--- src/rtl/sfb_pkg.sv ---
package sfb_pkg;
    typedef enum logic [1:0] {
        DIR_P2M = 2'b00,
        DIR_M2P = 2'b01,
        DIR_M2M = 2'b10,
        DIR_RSV = 2'b11
    } xfer_dir_e;

    typedef enum logic [2:0] {
        ST_OFF       = 3'd0,
        ST_BUF_DRAIN = 3'd1,
        ST_BUF_FILL  = 3'd2,
        ST_DIR_P2M   = 3'd3,
        ST_DIR_M2P   = 3'd4
    } sfb_state_e;
endpackage

--- src/rtl/sfb_store.sv ---
module sfb_store #(
    parameter int DW    = 32,
    parameter int DEPTH = 4,
    localparam int AW   = (DEPTH > 1) ? $clog2(DEPTH) : 1,
    localparam int LW   = $clog2(DEPTH + 1)
) (
    input  logic          clk,
    input  logic          rst_n,
    input  logic          flush,
    input  logic          push,
    input  logic          pop,
    input  logic [DW-1:0] wdata,
    output logic [DW-1:0] rdata,
    output logic [LW-1:0] level
);
    logic [DW-1:0] slots [DEPTH];
    logic [AW-1:0] wptr, rptr;

    function automatic logic [AW-1:0] bump(input logic [AW-1:0] p);
        return (p == AW'(DEPTH - 1)) ? '0 : p + AW'(1);
    endfunction

    always_ff @(posedge clk) begin
        if (push) slots[wptr] <= wdata;
    end

    always_ff @(posedge clk) begin
        if (!rst_n || flush) begin
            wptr  <= '0;
            rptr  <= '0;
            level <= '0;
        end else begin
            if (push) wptr <= bump(wptr);
            if (pop)  rptr <= bump(rptr);
            unique case ({push, pop})
                2'b10:   level <= level + LW'(1);
                2'b01:   level <= level - LW'(1);
                default: level <= level;
            endcase
        end
    end

    assign rdata = (level == '0) ? '0 : slots[rptr];
endmodule

--- src/rtl/sfb_thr_dec.sv ---
module sfb_thr_dec #(
    parameter int DEPTH = 4,
    localparam int LW   = $clog2(DEPTH + 1)
) (
    input  logic [1:0]    thr_code,
    output logic [LW-1:0] thr_words
);
    // Quarter steps of the depth: code 0..3 -> 1/4 .. 4/4.
    always_comb begin
        int q;
        q = ((int'(thr_code) + 1) * DEPTH) / 4;
        if (q < 1) q = 1;
        thr_words = LW'(q);
    end
endmodule

--- src/rtl/sfb_ctrl.sv ---
module sfb_ctrl
    import sfb_pkg::*;
#(
    parameter int DEPTH = 4,
    localparam int LW   = $clog2(DEPTH + 1)
) (
    input  logic          clk,
    input  logic          rst_n,
    input  logic          stream_en,
    input  logic          cfg_direct,
    input  logic [1:0]    cfg_thr,
    input  logic [1:0]    cfg_dir,
    input  logic          wr_valid,
    input  logic          rd_valid,
    input  logic [LW-1:0] level,
    input  logic [LW-1:0] thr_words,
    output logic [1:0]    thr_q,
    output logic          push,
    output logic          pop,
    output logic          flush,
    output logic          mem_req,
    output logic          full,
    output logic          empty,
    output logic          err
);
    sfb_state_e    state, nxt;
    logic [LW-1:0] cap;
    logic          run;

    function automatic sfb_state_e pick(input logic [1:0] dir, input logic dct);
        xfer_dir_e d;
        d = xfer_dir_e'(dir);
        if (dct && d == DIR_M2P)      return ST_DIR_M2P;
        else if (dct && d != DIR_M2M) return ST_DIR_P2M;
        else if (d == DIR_M2P)        return ST_BUF_FILL;
        else                          return ST_BUF_DRAIN;
    endfunction

    // State register
    always_ff @(posedge clk) begin
        if (!rst_n) state <= ST_OFF;
        else        state <= nxt;
    end

    // Transitions
    always_comb begin
        nxt = state;
        unique case (state)
            ST_OFF:       if (stream_en) nxt = pick(cfg_dir, cfg_direct);
            ST_BUF_DRAIN,
            ST_BUF_FILL,
            ST_DIR_P2M,
            ST_DIR_M2P:   if (!stream_en) nxt = ST_OFF;
            default:      nxt = ST_OFF;
        endcase
    end

    // Threshold is captured only on the enabling edge
    always_ff @(posedge clk) begin
        if (!rst_n)                          thr_q <= '0;
        else if (state == ST_OFF && stream_en) thr_q <= cfg_thr;
    end

    // Per-state outputs
    always_comb begin
        cap     = '0;
        mem_req = 1'b0;
        unique case (state)
            ST_OFF: begin
                cap     = '0;
                mem_req = 1'b0;
            end
            ST_BUF_DRAIN: begin
                cap     = LW'(DEPTH);
                mem_req = (level >= thr_words);
            end
            ST_BUF_FILL: begin
                cap     = LW'(DEPTH);
                mem_req = ((LW'(DEPTH) - level) >= thr_words);
            end
            ST_DIR_P2M: begin
                cap     = LW'(1);
                mem_req = (level != '0);
            end
            ST_DIR_M2P: begin
                cap     = LW'(1);
                mem_req = (level == '0);
            end
            default: begin
                cap     = '0;
                mem_req = 1'b0;
            end
        endcase
    end

    assign run   = (state != ST_OFF) && stream_en;
    assign push  = run && wr_valid && (level < cap);
    assign pop   = run && rd_valid && (level != '0);
    assign flush = !run;
    assign full  = (state != ST_OFF) && (level == cap);
    assign empty = (level == '0);

    always_ff @(posedge clk) begin
        if (!rst_n || !run)                                err <= 1'b0;
        else if ((wr_valid && !push) || (rd_valid && !pop)) err <= 1'b1;
    end
endmodule

--- src/rtl/stream_fifo_buffer.sv ---
module stream_fifo_buffer #(
    parameter int DW    = 32,
    parameter int DEPTH = 4,
    localparam int LW   = $clog2(DEPTH + 1)
) (
    input  logic          clk,
    input  logic          rst_n,
    input  logic          stream_en,
    input  logic          cfg_direct,
    input  logic [1:0]    cfg_thr,
    input  logic [1:0]    cfg_dir,
    input  logic          wr_valid,
    input  logic [DW-1:0] wr_data,
    input  logic          rd_valid,
    output logic [DW-1:0] rd_data,
    output logic          mem_req,
    output logic          full,
    output logic          empty,
    output logic          err
);
    logic [LW-1:0] level, thr_words;
    logic [1:0]    thr_q;
    logic          push, pop, flush;

    sfb_ctrl #(.DEPTH(DEPTH)) u_ctrl (
        .clk(clk), .rst_n(rst_n), .stream_en(stream_en),
        .cfg_direct(cfg_direct), .cfg_thr(cfg_thr), .cfg_dir(cfg_dir),
        .wr_valid(wr_valid), .rd_valid(rd_valid),
        .level(level), .thr_words(thr_words), .thr_q(thr_q),
        .push(push), .pop(pop), .flush(flush),
        .mem_req(mem_req), .full(full), .empty(empty), .err(err)
    );

    sfb_thr_dec #(.DEPTH(DEPTH)) u_thr (
        .thr_code(thr_q), .thr_words(thr_words)
    );

    sfb_store #(.DW(DW), .DEPTH(DEPTH)) u_store (
        .clk(clk), .rst_n(rst_n), .flush(flush),
        .push(push), .pop(pop), .wdata(wr_data),
        .rdata(rd_data), .level(level)
    );
endmodule

--- config.mk ---
export PLATFORM = sky130hd
export DESIGN_NAME = stream_fifo_buffer
export DESIGN_NICKNAME = d
export VERILOG_FILES = /design/src/rtl/sfb_pkg.sv /design/src/rtl/sfb_store.sv /design/src/rtl/sfb_thr_dec.sv /design/src/rtl/sfb_ctrl.sv /design/src/rtl/stream_fifo_buffer.sv
export SDC_FILE = /design/constraint.sdc
export NUM_CORES = 1
export LEC_CHECK = 0
export ABC_AREA = 1
export BUFFER_PORTS_ARGS = -buffer_cell sky130_fd_sc_hd__buf_2
export CAP_MARGIN = 25
export CORE_MARGIN = 8
export CORE_UTILIZATION = 45
export DETAILED_ROUTE_END_ITERATION = 10
export PLACE_DENSITY = 0.76
export SYNTH_ARGS = -nofsm -noshare
export SYNTH_HDL_FRONTEND = slang
export SYNTH_SLANG_ARGS = --single-unit
--- constraint.sdc ---
create_clock -name clk -period 5.7 [get_ports clk]
set_input_delay 0.285 -clock clk [delete_from_list [all_inputs] [get_ports clk]]
set_output_delay 0.285 -clock clk [all_outputs]
set_load 0.02 [all_outputs]
==> metrics.txt, run 1 <==
GRT Resource Usage Total 0.152; initial antenna violation count 0; logic gate share of total power 0.031; clk_lat worst skew between 400 and 500 ps; n_diodes 0; Vias ~4100; Vias/cell between 5 and 6; share of layout cells above drive strength 1 0.217; die area 17300 µm²; EDFF count, synth 128; Placed Cells 753; fmax about 330 MHz; Final ANT Viol Nets 0; post-cts sizing count 0; post-CTS setup buffer count 0; status finished clean; Synth Register Bits around 140; fraction of registers with async set/reset 0; RSZ-0062 raised after global routing no; switching share of power 0.199; Synthesized Nets between 500 and 600; FP Rows between 40 and 50; largest net degree at the start of global routing 65; Worst Hold Slack 82.4 ps; YS warnings 0; Top FF cell, synth edfxtp_1; Slew @ Worst Pin between 800 and 900 ps; hold buffers post-CTS 0; Final WS setup approximately 2700 ps; Tcrit/Tclk final 0.527; Post-Syn Area 5990 µm²; CP Capture Type primary output; post-place setup slack between 2000 and 3000 ps; core outline area between 10000 and 15000 µm²; CP Launch Type flop; Synth top cells by count nor2_1 (147), edfxtp_1 (128), a21oi_1 (42), o21ai_1 (42), o21ai_0 (32); chip height between 100 and 150 µm; root buffer cell clkbuf_16; Clock Path Buffers 2; first-pass GRT wire length ~21000 µm; Leak Pwr between 2 and 3 nW; hpwl dp 8040 µm; fin nets 660; WL final about 13000 µm; Port Buffers between 70 and 80; power per cell area approximately 320 nW/µm²; # IOs 78; DRC 0; internal power approximately 1.8 mW; Clock Power Share 0.463; post-synth cell types 24; Hold Fails Final Rpt 0; CTS buffer count 17; Reg clk slew, reported paths 60 ps; Peak VDD IR around 0.2 mV; leading area contributor after synthesis edfxtp_1; routability congestion estimate from global placement ~0.87; Max Cap Viol 0; initial core utilization 0.456; Arrival @ worst endpoint approximately 2700 ps; final setup TNS 0 ps; CP Data Required Time between 5000 and 6000 ps; critical path type reg2out; top-count cell post-synth nor2_1; maximum fanout along the worst path 33; Syn Area/Cell 11.5 µm²; H-Tree Depth 4; clock sinks 143; post-synthesis cell count approximately 520; drt wl/cell ~17 µm; global route overflow 0; drt first pass iters 5; CTS tree done; Area Overhead vs Synth 20.5%; fin crit period about 3000 ps; setup violators final 0; skew final 9.23 ps; main area contributors after synthesis edfxtp_1 (64%), nor2_1 (9.2%), dfxtp_1 (5.0%); 1st-iter DRT viols 341; register area share after synthesis 0.691; die width roughly 130 µm; Hold WC Path Type in2reg; post-synth top area share 0.641; normalized max-slew margin 0.440; switching pwr 0.452 mW; Slew Viols, Final 0; vias in the first global route about 4200; Seq pwr share 0.506; Final Non-Filler Cells around 800
through the flow:
stage | util | area, µm² | power (mW)
2_1_floorplan | - | 5990 | 1.21
3_3_place_gp | 0.494 | 6480 | 1.24
3_5_place_dp | 0.499 | 6560 | 1.24
4_1_cts | 0.543 | 7130 | 2.29
5_1_grt | 0.550 | 7220 | 2.35
6_report | 0.550 | 7220 | 2.28
worst max-delay path: stages, from the launching register on:
cell	delay, ps
dfxtp_2	830
inv_1	580
buf_16	320
nor2_1	90
o21ai_0	80
a21oi_1	190
buf_2	210
routing by layer:
metal,track usage,wire [µm],part of all wire
met3,0.0465,727,0.056
met4,0.0606,131,0.010
met1,0.181,5700,0.44
met5,0,0,0
met2,0.253,6510,0.50
power by group through the flow:
stage,Clock (mW),Sequential [mW],Combinational (mW)
after detailed placement,0,1.17,0.0701
after floorplan,0,1.17,0.0350
final,1.05,1.15,0.0716
after global routing,1.11,1.15,0.0803
after global placement,0,1.17,0.0664
after CTS,1.06,1.15,0.0706
layout make-up:
type	instances	area, µm²
clock buffer	20	447
clock inverter	12	121
fill	1109	5910
inverter	32	120
multi-input combinational	322	1610
sequential	143	4150
tap	176	220
timing repair buffer	84	556
kinds of logic after synthesis:
group | count (synthesis) | share of synthesized area
fa+ha+maj | 18 | 0.0388
simple gates | 183 | 0.121
buf+inv | 56 | 0.0451
flops | 143 | 0.691
compound gates | 121 | 0.104
registers in the layout, indices dropped and copies added (netlist names), named ones only:
| register | cells |
|---|---|
| u_ctrl.err | 1 |
| u_ctrl.thr_q | 2 |
| u_ctrl.state | 3 |
| u_store.rptr | 2 |
| u_store.slots | 128 |
| u_store.wptr | 2 |
| u_store.level | 3 |
path summary, 6_finish.rpt:
kind,startpoint,endpoint,slack [ps],cells after the start
hold / removal,wr_data[5],u_store.slots[3][5],80,1
setup / recovery,flop,rd_data[14],2700,6
setup reg to reg,u_store.level[0],u_store.level[2],2730,12
hold reg to reg,u_ctrl.thr_q[1],u_ctrl.thr_q[1],490,2
cells in the final DEF, fill, tap and decap left out, types with 2 or more instances in the layout:
master        n
clkbuf_1      2
dfxtp_2       2
inv_1        27
clkinvlp_4    3
inv_2         5
nand3_1      12
a21oi_1      42
o21ai_0      32
nand2_1      18
bufinv_16     2
o21ai_1      42
clkbuf_16    17
clkinv_2      6
edfxtp_1    128
nor2_4        6
dfxtp_1      13
nand2_2       2
nor2_1      143
a21oi_2       2
buf_16        4
buf_2        77
buf_12        3
ha_1         16
Note: power is estimated with default switching activity, not from simulation.
==> run 2, diff against run 1 <==
--- a/config.mk
+++ b/config.mk
@@ -11,7 +11,7 @@
 export CORE_MARGIN = 8
 export CORE_UTILIZATION = 45
 export DETAILED_ROUTE_END_ITERATION = 10
-export PLACE_DENSITY = 0.76
+export PLACE_DENSITY = 0.78
 export SYNTH_ARGS = -nofsm -noshare
 export SYNTH_HDL_FRONTEND = slang
 export SYNTH_SLANG_ARGS = --single-unit
==> constraint.sdc (replaced) <==
create_clock -name clk -period 2.74 [get_ports clk]
set_input_delay 0.137 -clock clk [delete_from_list [all_inputs] [get_ports clk]]
set_output_delay 0.137 -clock clk [all_outputs]
set_load 0.02 [all_outputs]
==> metrics.txt, run 2 (synthesis results as in run 1) <==
status finished clean; initial antenna violation count 0; Final Util 0.582; Vias about 4300; normalized max-slew margin 0.609; commonest non-fill, non-tap cell in the layout nor2_1; largest net degree at the start of global routing between 40 and 50; CP Launch Type flop; routability congestion estimate from global placement between 0.8 and 0.9; 1st-iter DRT viols between 200 and 300; vias in the first global route ~4400; CTS tree done; drt first pass iters 4; Final Non-Filler Cells approximately 830; initial core utilization 0.456; final setup TNS 0 ps; Slew @ Worst Pin 585 ps; HP Start cfg_dir[0]; Clock Path Buffers 2; setup violators final 0; hold-critical path endpoint u_ctrl.state[0]; WL final approximately 13000 µm; CTS buffer count 17; Placement Cell Area between 6000 and 7000 µm²; Slew Viols, Final 0; fmax around 400 MHz; Worst R2R Path Depth 15; largest register by flop count u_store.slots; largest registers u_store.slots (128), u_ctrl.state (3), u_store.level (3); Hold WC Path Type in2reg; chip height between 100 and 150 µm; fin crit period about 2600 ps; R2R Setup Slk ~190 ps; CP Capture Type flop; Tcrit/Tclk final 0.932; H-Tree Depth 4; most frequent cells in the layout nor2_1 (143), edfxtp_1 (128), buf_2 (77); Reg clk slew, reported paths roughly 60 ps; clk_lat worst skew approximately 420 ps; drt wl/cell about 16 µm; max FFs per register 128; Area Overhead vs Synth 27.7%; RSZ-0062 raised after global routing no; Port Buffers 77; CP cell instances inv_2 -> nand2_1 -> o21ai_0 -> inv_1 -> ha_1 -> nand2_1 -> nand2_1 -> nor2_4 -> inv_2 -> ha_1 -> fa_2 -> a21oi_1 -> o21ai_0 -> o21ai_1 -> a21oi_1; Final WS setup roughly 190 ps; maximum fanout along the worst path 8; DRC 0; Reg2Reg Launch Point u_ctrl.state[2]; die area ~17000 µm²; die width 131 µm; root buffer cell clkbuf_16; GRT Resource Usage Total 0.156; global route overflow 0; clock sinks ~140; Arrival @ worst endpoint about 2900 ps; share of layout cells above drive strength 1 0.215; R2R Path End u_store.level[2]; post-place setup slack roughly 54 ps; core outline area 13100 µm²; Hold Fails Final Rpt 0; CP Data Required Time 3040 ps; Hold Crit Depth 4; post-route cell area 7650 µm²; Peak VDD IR roughly 0.48 mV; power per cell area around 670 nW/µm²; Max Cap Viol 0; n_diodes 0; CP max stage delay 360 ps; fin nets ~700; CP dominant cell by count nand2_1; # IOs 78; first-pass GRT wire length between 20000 and 25000 µm; Placed Cells roughly 760; hpwl dp 8420 µm; critical path type reg2reg; Final ANT Viol Nets 0; Worst path slowest cell fa_2; Vias/cell 5.11; FP Rows 42; Leak Pwr 2.92 nW; skew final around 5.9 ps
## run 2: what timing repair did
action / in CTS / in global routing
setup buffers: 0 / 2
hold endpoints to repair: 130 / 0
resized for setup: 0 / 3
hold buffers: 35 / 0
setup endpoints to repair: 0 / 1
## run 2: where the power goes
group | internal [mW] | switching, mW | leakage (nW)
registers | 2.39 | 0.00769 | 1.27
logic | 0.0878 | 0.107 | 1.33
clock network | 1.69 | 0.832 | 0.310
## run 2: final cells by class
type / instances / area (µm²)
flip-flops and latches: 143 / 4150
inverters: 32 / 120
clock inverters: 14 / 220
multi-input cells: 322 / 1620
well taps: 176 / 220
fillers: 1072 / 5490
repair buffers: 128 / 901
clock buffers: 18 / 429
## run 2: stage by stage
stage	total power, mW	hold slack (ps)
2_1_floorplan	2.51	236
3_3_place_gp	2.58	351
3_5_place_dp	2.59	360
4_1_cts	5.14	30.4
5_1_grt	5.26	75.1
6_report	5.11	46.0
## run 2: worst max path at each step
| stage | start | end | depth (start not counted) |
|---|---|---|---|
| 2_1_floorplan | u_ctrl.state[2] | u_store.slots[3][0] | 10 |
| 3_3_place_gp | u_ctrl.state[2] | u_store.level[2] | 15 |
| 3_5_place_dp | u_ctrl.state[2] | u_store.level[2] | 15 |
| 4_1_cts | u_ctrl.state[2] | u_store.level[2] | 15 |
| 5_1_grt | u_ctrl.state[2] | u_store.level[2] | 15 |
| 6_report | u_ctrl.state[2] | u_store.level[2] | 15 |
## run 2: metal layers
| metal | up-vias | GRT usage | routed length [µm] |
|---|---|---|---|
| met5 | - | 0 | 0 |
| met4 | 0 | 0.0555 | 173 |
| met3 | 18 | 0.0602 | 842 |
| met2 | 148 | 0.260 | 6470 |
| met1 | 2033 | 0.181 | 5710 |
| li1 | 2057 | - | - |
## run 2: worst max-delay path: cells and delay by family, from the launching register on
family                   cells  cell delay (ps)
AO/OA/AOI/OAI                5              590
adder cells (fa/ha/maj)      3              880
buffers and inverters        3              230
flip-flops                   1              320
AND/OR/NAND/NOR              4              420
==> run 3, diff against run 2 <==
--- a/config.mk
+++ b/config.mk
@@ -6,12 +6,13 @@
 export NUM_CORES = 1
 export LEC_CHECK = 0
 export ABC_AREA = 1
+export ABC_CLOCK_PERIOD_IN_PS = 2740
 export BUFFER_PORTS_ARGS = -buffer_cell sky130_fd_sc_hd__buf_2
 export CAP_MARGIN = 25
 export CORE_MARGIN = 8
-export CORE_UTILIZATION = 45
+export CORE_UTILIZATION = 50
 export DETAILED_ROUTE_END_ITERATION = 10
-export PLACE_DENSITY = 0.78
+export PLACE_DENSITY = 0.84
 export SYNTH_ARGS = -nofsm -noshare
 export SYNTH_HDL_FRONTEND = slang
 export SYNTH_SLANG_ARGS = --single-unit
==> metrics.txt, run 3 (synthesis results as in run 1) <==
global route overflow 0; H-Tree Depth 4; Area Overhead vs Synth 26.6%; initial core utilization 0.505; Arrival @ worst endpoint about 2500 ps; Hold WC Path Type in2reg; # IOs between 70 and 80; share of layout cells above drive strength 1 0.216; CP max stage delay just under 400 ps; max FFs per register 128; die area 15700 µm²; DRC 0; WL final 13900 µm; Reg2Reg Launch Point u_ctrl.state[2]; Vias/cell around 5.4; hpwl dp 8760 µm; Worst path slowest cell dfxtp_1; setup violators final 0; R2R Path End u_store.level[2]; largest net degree at the start of global routing 47; Peak VDD IR approximately 0.47 mV; GRT Resource Usage Total 0.178; Slew Viols, Final 0; largest registers u_store.slots (128), u_ctrl.state (3), u_store.level (3); Port Buffers between 70 and 80; hold-critical path endpoint u_ctrl.state[2]; Reg clk slew, reported paths around 60 ps; Worst path top cell family by delay adder cells; clock sinks ~140; critical path type reg2out; commonest non-fill, non-tap cell in the layout nor2_1; Hold Fails Final Rpt 0; HP Start cfg_direct; fin crit period approximately 2600 ps; Final Util 0.640; FP Rows 40; n_diodes 0; chip height between 100 and 150 µm; initial antenna violation count 0; largest register by flop count u_store.slots; fin nets ~700; Final ANT Viol Nets 0; first-pass GRT wire length 22200 µm; normalized max-slew margin 0.580; fmax 386 MHz; CP Data Required Time ~2600 ps; CP Launch Type flop; Leak Pwr a little under 3 nW; power per cell area ~670 nW/µm²; CTS tree done; vias in the first global route 4576; status finished clean; most frequent cells in the layout nor2_1 (143), edfxtp_1 (128), buf_2 (77); clk_lat worst skew 410 ps; CTS buffer count 17; root buffer cell clkbuf_16; Layout fillers between 800 and 900; Placed Cells 734; WP buf/inv 3; Vias roughly 4300; core outline area about 12000 µm²; drt wl/cell around 17 µm; Worst R2R Path Depth 15; Max Cap Viol 0; Tcrit/Tclk final 0.945; Hold Crit Depth 3; drt first pass iters 5; Clock Path Buffers 2; routability congestion estimate from global placement roughly 0.78; die width about 130 µm; Slew @ Worst Pin about 630 ps; skew final approximately 5.4 ps; maximum fanout along the worst path 4; CP Capture Type primary output; Final Non-Filler Cells between 800 and 900; CP cell instances inv_1 -> ha_1 -> ha_2 -> inv_1 -> ha_1 -> a21oi_1 -> nand3_1 -> nand4_1 -> nand3_1 -> buf_2; 1st-iter DRT viols ~290; R2R Setup Slk 230 ps
[run 3: worst max path at each step]
stage	slack (ps)	startpoint	depth (start not counted)	to
floorplan	-370	u_ctrl.state[2]	10	u_store.slots[3][0]
finish	150	u_store.level[0]	10	mem_req
global route	-10	u_ctrl.state[2]	15	u_store.level[2]
detailed placement	90	u_ctrl.state[2]	15	u_store.level[2]
CTS	80	u_ctrl.state[2]	15	u_store.level[2]
global placement	210	u_ctrl.state[2]	15	u_store.level[2]
[run 3: repair_timing]
item | 4_1_cts | 5_1_grt
buffers inserted | 0 | 2
endpoints found under the setup margin | 0 | 51
endpoints found under the hold margin | 131 | 0
gates resized for setup | 0 | 4
hold buffers | 35 | 0
[run 3: worst register-to-register path, cell delays in order, from the launching register on]
cell     delay (ps)
dfxtp_1         320
inv_2           100
nand2_1         100
o21ai_1         130
inv_1            60
ha_1            290
nand2_1          70
nand2_1         100
nor2_4          130
inv_2            50
ha_1            230
fa_1            390
a21oi_1         140
o21ai_1         100
o21ai_0         150
a21oi_1          50
[run 3: per-stage QoR]
step,power [mW],instance area (µm²),setup slack [ps],TNS (ps),hold WS [ps]
floorplan,2.51,5990,-369,-47220,236
global placement,2.58,6560,211,0,351
detailed placement,2.59,6580,90.0,0,362
CTS,5.11,7570,84.6,0,15.1
global route,5.21,7590,-10.8,-10.8,25.5
finish,5.08,7590,151,0,31.4
[run 3: cell type report]
type	instances	area, µm²	share of cell area
repair buffers	127	881	0.116
flip-flops and latches	143	4150	0.547
clock buffers	19	433	0.0570
inverters	32	120	0.0158
multi-input cells	322	1610	0.213
clock inverters	13	210	0.0277
well taps	147	184	0.0242
[run 3: report_power, final]
part,internal [mW],total (mW),switching [mW]
sequential,2.39,2.39,0.00778
clock,1.62,2.49,0.870
combinational,0.0879,0.195,0.107
[run 3: per-layer routing]
layer	part of all wire	global-route usage	vias to the layer above	wire length [µm]
met3	0.052	0.0501	16	720
li1	-	-	2059	-
met5	0	0	-	0
met2	0.53	0.323	135	7360
met4	0.011	0.0602	0	155
met1	0.41	0.196	2138	5630
